## src/rtl/i2c_mem_pkg.sv

```systemverilog
package i2c_mem_pkg;

  // Device-type prefix carried in the top nibble of every control byte.
  localparam logic [3:0] DEV_PREFIX = 4'b1010;

  typedef enum logic [2:0] {
    ST_IDLE,   // waiting for START
    ST_RECV,   // shifting in a byte from the master
    ST_ACK,    // holding SDA low for the ninth clock
    ST_SEND,   // shifting out a stored byte
    ST_MACK    // sampling the master's ACK/NACK
  } link_state_t;

  typedef enum logic [1:0] {
    RB_CTRL,   // byte being received is a control byte
    RB_AHI,    // high word-address byte
    RB_ALO,    // low word-address byte
    RB_DATA    // write data byte
  } rx_role_t;

  function automatic logic ctrl_match(input logic [7:0] b, input logic [2:0] strap);
    return (b[7:4] == DEV_PREFIX) && (b[3:1] == strap);
  endfunction

  // Role of the next byte after an ACKed byte of a write.
  function automatic rx_role_t next_role(input rx_role_t r, input logic wide);
    case (r)
      RB_CTRL: return wide ? RB_AHI : RB_ALO;
      RB_AHI:  return RB_ALO;
      default: return RB_DATA;
    endcase
  endfunction

endpackage

```

## src/rtl/i2c_line_sync.sv

```systemverilog
module i2c_line_sync #(
  parameter int STAGES = 2
) (
  input  logic clk,
  input  logic rst_n,
  input  logic scl_in,
  input  logic sda_in,
  output logic scl_s,
  output logic sda_s,
  output logic scl_rise,
  output logic scl_fall,
  output logic start_evt,
  output logic stop_evt
);
  logic [STAGES-1:0] scl_pipe, sda_pipe;
  logic scl_d, sda_d;

  // An idle bus has both lines high, so every stage resets to one.
  always_ff @(posedge clk or negedge rst_n) begin
    if (!rst_n) begin
      scl_pipe <= '1;
      sda_pipe <= '1;
      scl_d    <= 1'b1;
      sda_d    <= 1'b1;
    end else begin
      scl_pipe <= {scl_pipe[STAGES-2:0], scl_in};
      sda_pipe <= {sda_pipe[STAGES-2:0], sda_in};
      scl_d    <= scl_pipe[STAGES-1];
      sda_d    <= sda_pipe[STAGES-1];
    end
  end

  assign scl_s     = scl_pipe[STAGES-1];
  assign sda_s     = sda_pipe[STAGES-1];
  assign scl_rise  = scl_s & ~scl_d;
  assign scl_fall  = ~scl_s & scl_d;
  // A bus condition needs SCL high on both samples around the SDA edge.
  assign start_evt = scl_s & scl_d & sda_d & ~sda_s;
  assign stop_evt  = scl_s & scl_d & ~sda_d & sda_s;

endmodule

```

## src/rtl/i2c_mem_store.sv

```systemverilog
module i2c_mem_store #(
  parameter int DEPTH = 256,
  parameter int AW    = $clog2(DEPTH)
) (
  input  logic          clk,
  input  logic          wr_en,
  input  logic [AW-1:0] wr_addr,
  input  logic [7:0]    wr_data,
  input  logic [AW-1:0] rd_addr,
  output logic [7:0]    rd_data
);
  logic [7:0] cells [DEPTH];

  always_ff @(posedge clk) begin
    if (wr_en) cells[wr_addr] <= wr_data;
  end

  assign rd_data = cells[rd_addr];

endmodule

```

## src/rtl/i2c_mem_target.sv

```systemverilog
module i2c_mem_target #(
  parameter int MEM_DEPTH   = 256,
  parameter int SYNC_STAGES = 2
) (
  input  logic       clk,
  input  logic       rst_n,
  input  logic [2:0] strap_addr,
  input  logic       wide_addr,
  input  logic       scl_in,
  input  logic       sda_in,
  output logic       sda_pull
);
  import i2c_mem_pkg::*;

  localparam int AW = $clog2(MEM_DEPTH);
  localparam logic [AW-1:0] LAST_LOC = AW'(MEM_DEPTH - 1);

  function automatic logic [AW-1:0] ptr_step(input logic [AW-1:0] p);
    return (p == LAST_LOC) ? '0 : p + 1'b1;
  endfunction

  function automatic logic [AW-1:0] ptr_from_word(input logic [7:0] hi, input logic [7:0] lo);
    return AW'({hi, lo});
  endfunction

  // Synchronised bus view
  logic scl_s, sda_s, scl_rise, scl_fall, start_evt, stop_evt;

  i2c_line_sync #(.STAGES(SYNC_STAGES)) u_sync (
    .clk      (clk),
    .rst_n    (rst_n),
    .scl_in   (scl_in),
    .sda_in   (sda_in),
    .scl_s    (scl_s),
    .sda_s    (sda_s),
    .scl_rise (scl_rise),
    .scl_fall (scl_fall),
    .start_evt(start_evt),
    .stop_evt (stop_evt)
  );

  // Protocol state
  link_state_t   state;
  rx_role_t      role;
  logic [3:0]    bit_cnt;
  logic [7:0]    shreg;
  logic [7:0]    tx_sr;
  logic [7:0]    addr_hi;
  logic          rw_read;
  logic          mack_ok;
  logic [AW-1:0] ptr;
  logic [7:0]    mem_rd;

  // Named internal events
  logic byte_full;   // eighth bit has been received and its clock has ended
  logic ctrl_hit;    // received byte names this device
  logic store_en;    // a data byte is committed to the array
  logic mack_nack;   // master's ninth bit was a NACK and its clock has ended

  assign byte_full = (state == ST_RECV) && scl_fall && (bit_cnt == 4'd8);
  assign ctrl_hit  = ctrl_match(shreg, strap_addr);
  assign store_en  = byte_full && (role == RB_DATA);
  assign mack_nack = (state == ST_MACK) && scl_fall && !mack_ok;

  i2c_mem_store #(.DEPTH(MEM_DEPTH), .AW(AW)) u_store (
    .clk    (clk),
    .wr_en  (store_en),
    .wr_addr(ptr),
    .wr_data(shreg),
    .rd_addr(ptr),
    .rd_data(mem_rd)
  );

  always_ff @(posedge clk or negedge rst_n) begin
    if (!rst_n) begin
      state   <= ST_IDLE;
      role    <= RB_CTRL;
      bit_cnt <= '0;
      shreg   <= '0;
      tx_sr   <= '1;
      addr_hi <= '0;
      rw_read <= 1'b0;
      mack_ok <= 1'b0;
      ptr     <= '0;
    end else if (start_evt) begin
      state   <= ST_RECV;
      role    <= RB_CTRL;
      bit_cnt <= '0;
    end else if (stop_evt) begin
      state   <= ST_IDLE;
    end else begin
      case (state)
        ST_RECV: begin
          if (scl_rise && bit_cnt != 4'd8) begin
            shreg   <= {shreg[6:0], sda_s};
            bit_cnt <= bit_cnt + 4'd1;
          end else if (byte_full) begin
            bit_cnt <= '0;
            if (role == RB_CTRL && !ctrl_hit) begin
              state <= ST_IDLE;
            end else begin
              state <= ST_ACK;
              case (role)
                RB_CTRL: rw_read <= shreg[0];
                RB_AHI:  addr_hi <= shreg;
                RB_ALO:  ptr     <= ptr_from_word(wide_addr ? addr_hi : 8'h00, shreg);
                default: ptr     <= ptr_step(ptr);
              endcase
            end
          end
        end
        ST_ACK: begin
          if (scl_fall) begin
            if (role == RB_CTRL && rw_read) begin
              tx_sr   <= mem_rd;
              ptr     <= ptr_step(ptr);
              bit_cnt <= '0;
              state   <= ST_SEND;
            end else begin
              role  <= next_role(role, wide_addr);
              state <= ST_RECV;
            end
          end
        end
        ST_SEND: begin
          if (scl_fall) begin
            if (bit_cnt == 4'd7) begin
              state <= ST_MACK;
            end else begin
              tx_sr   <= {tx_sr[6:0], 1'b1};
              bit_cnt <= bit_cnt + 4'd1;
            end
          end
        end
        ST_MACK: begin
          if (scl_rise) begin
            mack_ok <= ~sda_s;
          end else if (scl_fall) begin
            if (mack_ok) begin
              tx_sr   <= mem_rd;
              ptr     <= ptr_step(ptr);
              bit_cnt <= '0;
              state   <= ST_SEND;
            end else begin
              state <= ST_IDLE;
            end
          end
        end
        default: state <= ST_IDLE;
      endcase
    end
  end

  // Open-drain pull enable: only ever a low level
  assign sda_pull = (state == ST_ACK) || ((state == ST_SEND) && !tx_sr[7]);

  // Assertions

  // a START always restarts control-byte reception
  p_start_restarts_r1: assert property (@(posedge clk) disable iff (!rst_n)
    start_evt |=> (state == ST_RECV) && (role == RB_CTRL) && (bit_cnt == 4'd0));

  // a STOP always releases the line
  p_stop_releases_r1: assert property (@(posedge clk) disable iff (!rst_n)
    stop_evt |=> !sda_pull);

  // the pull enable stays put while synchronised SCL is high
  p_quiet_while_high_r2: assert property (@(posedge clk) disable iff (!rst_n)
    (scl_s && $past(scl_s)) |-> $stable(sda_pull));

  // a control byte for another device is never ACKed
  p_mismatch_silent_r4: assert property (@(posedge clk) disable iff (!rst_n)
    (byte_full && role == RB_CTRL && !ctrl_hit) |=> (state == ST_IDLE) && !sda_pull);

  // the pointer wraps after a write at the last location
  p_ptr_wrap_r7: assert property (@(posedge clk) disable iff (!rst_n)
    (store_en && ptr == LAST_LOC) |=> (ptr == '0));

  // a master NACK releases the line and idles the block
  p_nack_release_r9: assert property (@(posedge clk) disable iff (!rst_n)
    mack_nack |=> (state == ST_IDLE) && !sda_pull);

endmodule

```

## config.mk

```make
export PLATFORM = sky130hd
export DESIGN_NAME = i2c_mem_target
export DESIGN_NICKNAME = d
export VERILOG_FILES = /design/src/rtl/i2c_mem_pkg.sv /design/src/rtl/i2c_line_sync.sv /design/src/rtl/i2c_mem_store.sv /design/src/rtl/i2c_mem_target.sv
export SDC_FILE = /design/constraint.sdc
export NUM_CORES = 2
export LEC_CHECK = 0
export BUFFER_PORTS_ARGS = -buffer_cell sky130_fd_sc_hd__buf_4
export CAP_MARGIN = 20
export CORE_UTILIZATION = 55
export DETAILED_ROUTE_END_ITERATION = 16
export PLACE_DENSITY = 0.73
export SETUP_SLACK_MARGIN = 0.2
export SYNTH_ARGS = -nofsm -noshare
export SYNTH_HDL_FRONTEND = slang
export SYNTH_SLANG_ARGS = --single-unit
```

## constraint.sdc

```tcl
create_clock -name clk -period 4.4 [get_ports clk]
set_clock_uncertainty 0.2 [all_clocks]
set_input_delay 0.88 -clock clk [delete_from_list [all_inputs] [get_ports clk]]
set_output_delay 0.88 -clock clk [all_outputs]
set_load 0.02 [all_outputs]
```

==> key figures <==
Final layout
  • Fraction of layout cells with a size suffix above 1: between 20% and 30%
  • # fillers: 9479
  • Layout overhead on the synthesized area: 14.3%
  • Nets: 4386
  • Post-Layout Cell Count: 6461

Timing
  • Final period util: 92.4%
  • Final hold vios: 0
  • Least-Margin Pin Slew: 1.10 ns
  • Count of final setup violators: 0
  • RSZ-0062 raised after global routing: false
  • Max-slew headroom: 26.8%
  • Fmax: approximately 250 MHz
  • Setup TNS Final: 0 ns
  • Final worst setup slack: 0.335 ns
  • Tmin final: 4.06 ns
  • Max Slew Vio Count: 0

Routing
  • DRC Markers: 0
  • DR iter-0 viols: 6006
  • DR vias: 42900
  • Routed vias/inst: roughly 6.6
  • Initial DRT Pass Iterations: 9
  • Met3 wire length: 25.4 mm
  • Post-DRT Antenna Nets: 0
  • Routed length on met2: 98.9 mm
  • WL per Instance: 32.8 um
  • Routed WL: 212 mm
  • Top Metal Used: met5
  • Met1 WL: approximately 79 mm

Place
  • Placed Instances: 6085
  • Dpl hpwl: between 100 and 150 mm
  • I/O Buffers: 8
  • Gpl congestion: between 0.9 and 1
  • Pre-CTS setup slack: 0.407 ns

Synthesis
  • Syn_area_per_cell: 20.7 um2
  • Register area share after synthesis: 76.7%
  • Top-count cell post-synth: edfxtp_1
  • Syn Std Cell Area: 81600 um2
  • Synth Register Bits: 2089
  • YS warnings: 0
  • Top cells by count, synth: edfxtp_1 (2048), mux4_2 (473), nor2_1 (303)
  • Post-Syn Nets: approximately 4000
  • Synth area leader: edfxtp_1
  • Post-synthesis cell type count: 69
  • Number of flops mapped to enable cells by yosys: approximately 2000
  • Synthesized netlist cell count: between 3000 and 4000
  • Post-synth top area share: 75.4%
  • Async SR Flop Fraction: roughly 2.0%
  • Primary FF master, synth: edfxtp_1
  • Dominant cells by area after synthesis: edfxtp_1 (75%), mux4_2 (13%), mux2i_1 (2.0%), nor2_1 (1.4%), a22oi_1 (0.87%)

Critical path
  • Most frequent CP cell: nor2_1
  • Crit Path Class: flop to flop
  • Crit-path slowest cell: nor2_1
  • Worst-path cell chain: or3b_2 -> nor3_2 -> nand3_1 -> nor2_1 -> buf_4 -> nand2_1 -> nor2_1
  • Startpoint types: flop
  • CP Buf/Inv Count: 1
  • Max incr delay on CP: 0.67 ns
  • Critical path endpoint category: flop
  • CP max FO: 16
  • Top delay family on crit path: simple AND/OR/NAND/NOR gates
  • Worst path required time: between 4 and 5 ns
  • Worst Path Arrival: approximately 4.3 ns

Global routing
  • GRT Total Usage: 28.4%
  • Gr ovfl total: 0
  • Largest net degree at the start of global routing: 190
  • Initial antenna violation count: 3
  • Number of global-route vias before repair: 42500
  • First-pass GRT wire length: 304 mm

Floorplan
  • DIE AREA: 150000 um2
  • Starting Density: 55.7%
  • Die span in y: 387 um
  • I/O Pins: 9
  • Core ar.: between 100000 and 150000 um2
  • Die width: 387 um
  • Site Rows: 140

Power and ir drop
  • Comb power frac: 0.8%
  • Peak supply drop: 410 uV
  • Power Density: 422 nW/um2
  • Sw Ratio: 19.8%
  • Sw power: 7780 uW
  • P_int: 31500 uW
  • Sequential share of power: between 50% and 60%
  • Clock network power share: 43.5%
  • Static Leak: 0.0287 uW

Clock network
  • Worst-Skew Late Latency: 0.85 ns
  • Clk sinks: 2089
  • Register clock-pin slew on the reported worst setup and hold paths: roughly 0.07 ns
  • CTS tree: yes
  • Clk root buf: clkbuf_16
  • Number of H-tree levels: 4
  • Clock Tree Buf Depth: 3
  • Number of buffers created by CTS: 198

Status
  • Status: finished clean

Flow run
  • Max Cap Viol: 0

Worst hold path
  • Min-Delay Path Class: flop to flop
[cell usage in the layout, fill, tap and decap left out, types with 6 or more instances in the layout]
cell / count
o21ai_0: 37
a31oi_1: 20
or3_1: 7
nor4_1: 10
clkinv_8: 6
nor2b_1: 17
mux4_2: 473
and3_1: 7
o22ai_1: 41
a221oi_1: 25
mux2_2: 16
clkinv_2: 31
clkbuf_16: 198
clkinvlp_4: 6
a211oi_1: 16
nor2_1: 299
clkbuf_1: 36
o211ai_1: 8
or2_2: 13
buf_12: 28
nand2b_1: 22
bufinv_16: 23
dfstp_2: 14
ha_1: 6
nand2_1: 98
edfxtp_1: 2048
buf_4: 432
a22o_1: 26
nand3_1: 31
a32oi_1: 8
inv_1: 9
dfrtp_1: 15
a21oi_1: 64
a22oi_1: 95
dfrtp_4: 11
mux2i_1: 162
nor3_1: 17
clkinv_1: 55
[cells by family after synthesis]
logic type / share of synthesized area [%]
and+or+nand+nor: 3.00
AOI/OAI and AO/OA: 3.37
muxes: 15.3
adders and majority gates: 0.0920
buffers and inverters: 1.54
DFF: 76.7
xor gates and xnor gates: 0.0429
[layout make-up]
cell class	instances	area, um2	area share [%]
diodes	4	10.0	0.0107
clock buffers	234	5090	5.46
clock inverters	134	1430	1.53
inverters	10	37.5	0.0403
multi-input cells	1609	17800	19.1
flip-flops and latches	2089	62600	67.1
well taps	1917	2400	2.57
repair buffers	464	3840	4.12
[power by group through the flow]
stage                     clock (uW)  sequential, uW  combinational (uW)
after floorplan                    0           22400                25.6
after global placement             0           22300                 283
after detailed placement           0           22300                 295
after CTS                      17300           21900                 299
after global routing           18000           21900                 320
final                          17100           21900                 298
[per-layer routing]
layer,GRT usage [%],vias up
li1,-,17300
met4,11.4,2
met2,43.5,2938
met1,39.2,22100
met3,7.85,513
met5,0,-
[registers in the layout, indices dropped and copies added (netlist names)]
signal,count
rw_read,1
state,3
bit_cnt,4
mack_ok,1
u_sync.sda_d,1
u_sync.scl_pipe,2
u_sync.scl_d,1
tx_sr,8
shreg,8
role,2
ptr,8
u_sync.sda_pipe,2
u_store.cells,2048
[what timing repair did]
action / CTS / global route
hold endpoints to repair: 29 / 0
endpoints found under the setup margin: 0 / 29
setup buffers: 0 / 0
hold buffers: 3 / 0
gates resized for setup: 0 / 1
[path summary, 6_finish.rpt]
kind                               startpoint               endpoint  slack [ns]  cells past startpoint
hold reg to reg            u_sync.sda_pipe[0]     u_sync.sda_pipe[1]        0.16                      0
setup / recovery                     state[1]  u_store.cells[235][1]        0.34                      7
min in group asynchronous               rst_n                mack_ok        0.39                      2
max in group asynchronous               rst_n                 ptr[2]        3.15                      2
setup reg to reg                     state[1]  u_store.cells[235][1]        0.34                      7
hold / removal             u_sync.sda_pipe[0]     u_sync.sda_pipe[1]        0.16                      0
[stage by stage]
step                      total power, uW  utilization (%)  area, um2  hold slack, ns
after global routing                40200             63.7      93200           0.163
after floorplan                     22400                -      81600           0.145
final                               39300             63.7      93200           0.162
after CTS                           39500             63.6      93200           0.161
after global placement              22600             59.2      86700           0.151
after detailed placement            22600             59.2      86700           0.151
(Power assumes the default switching activity.)
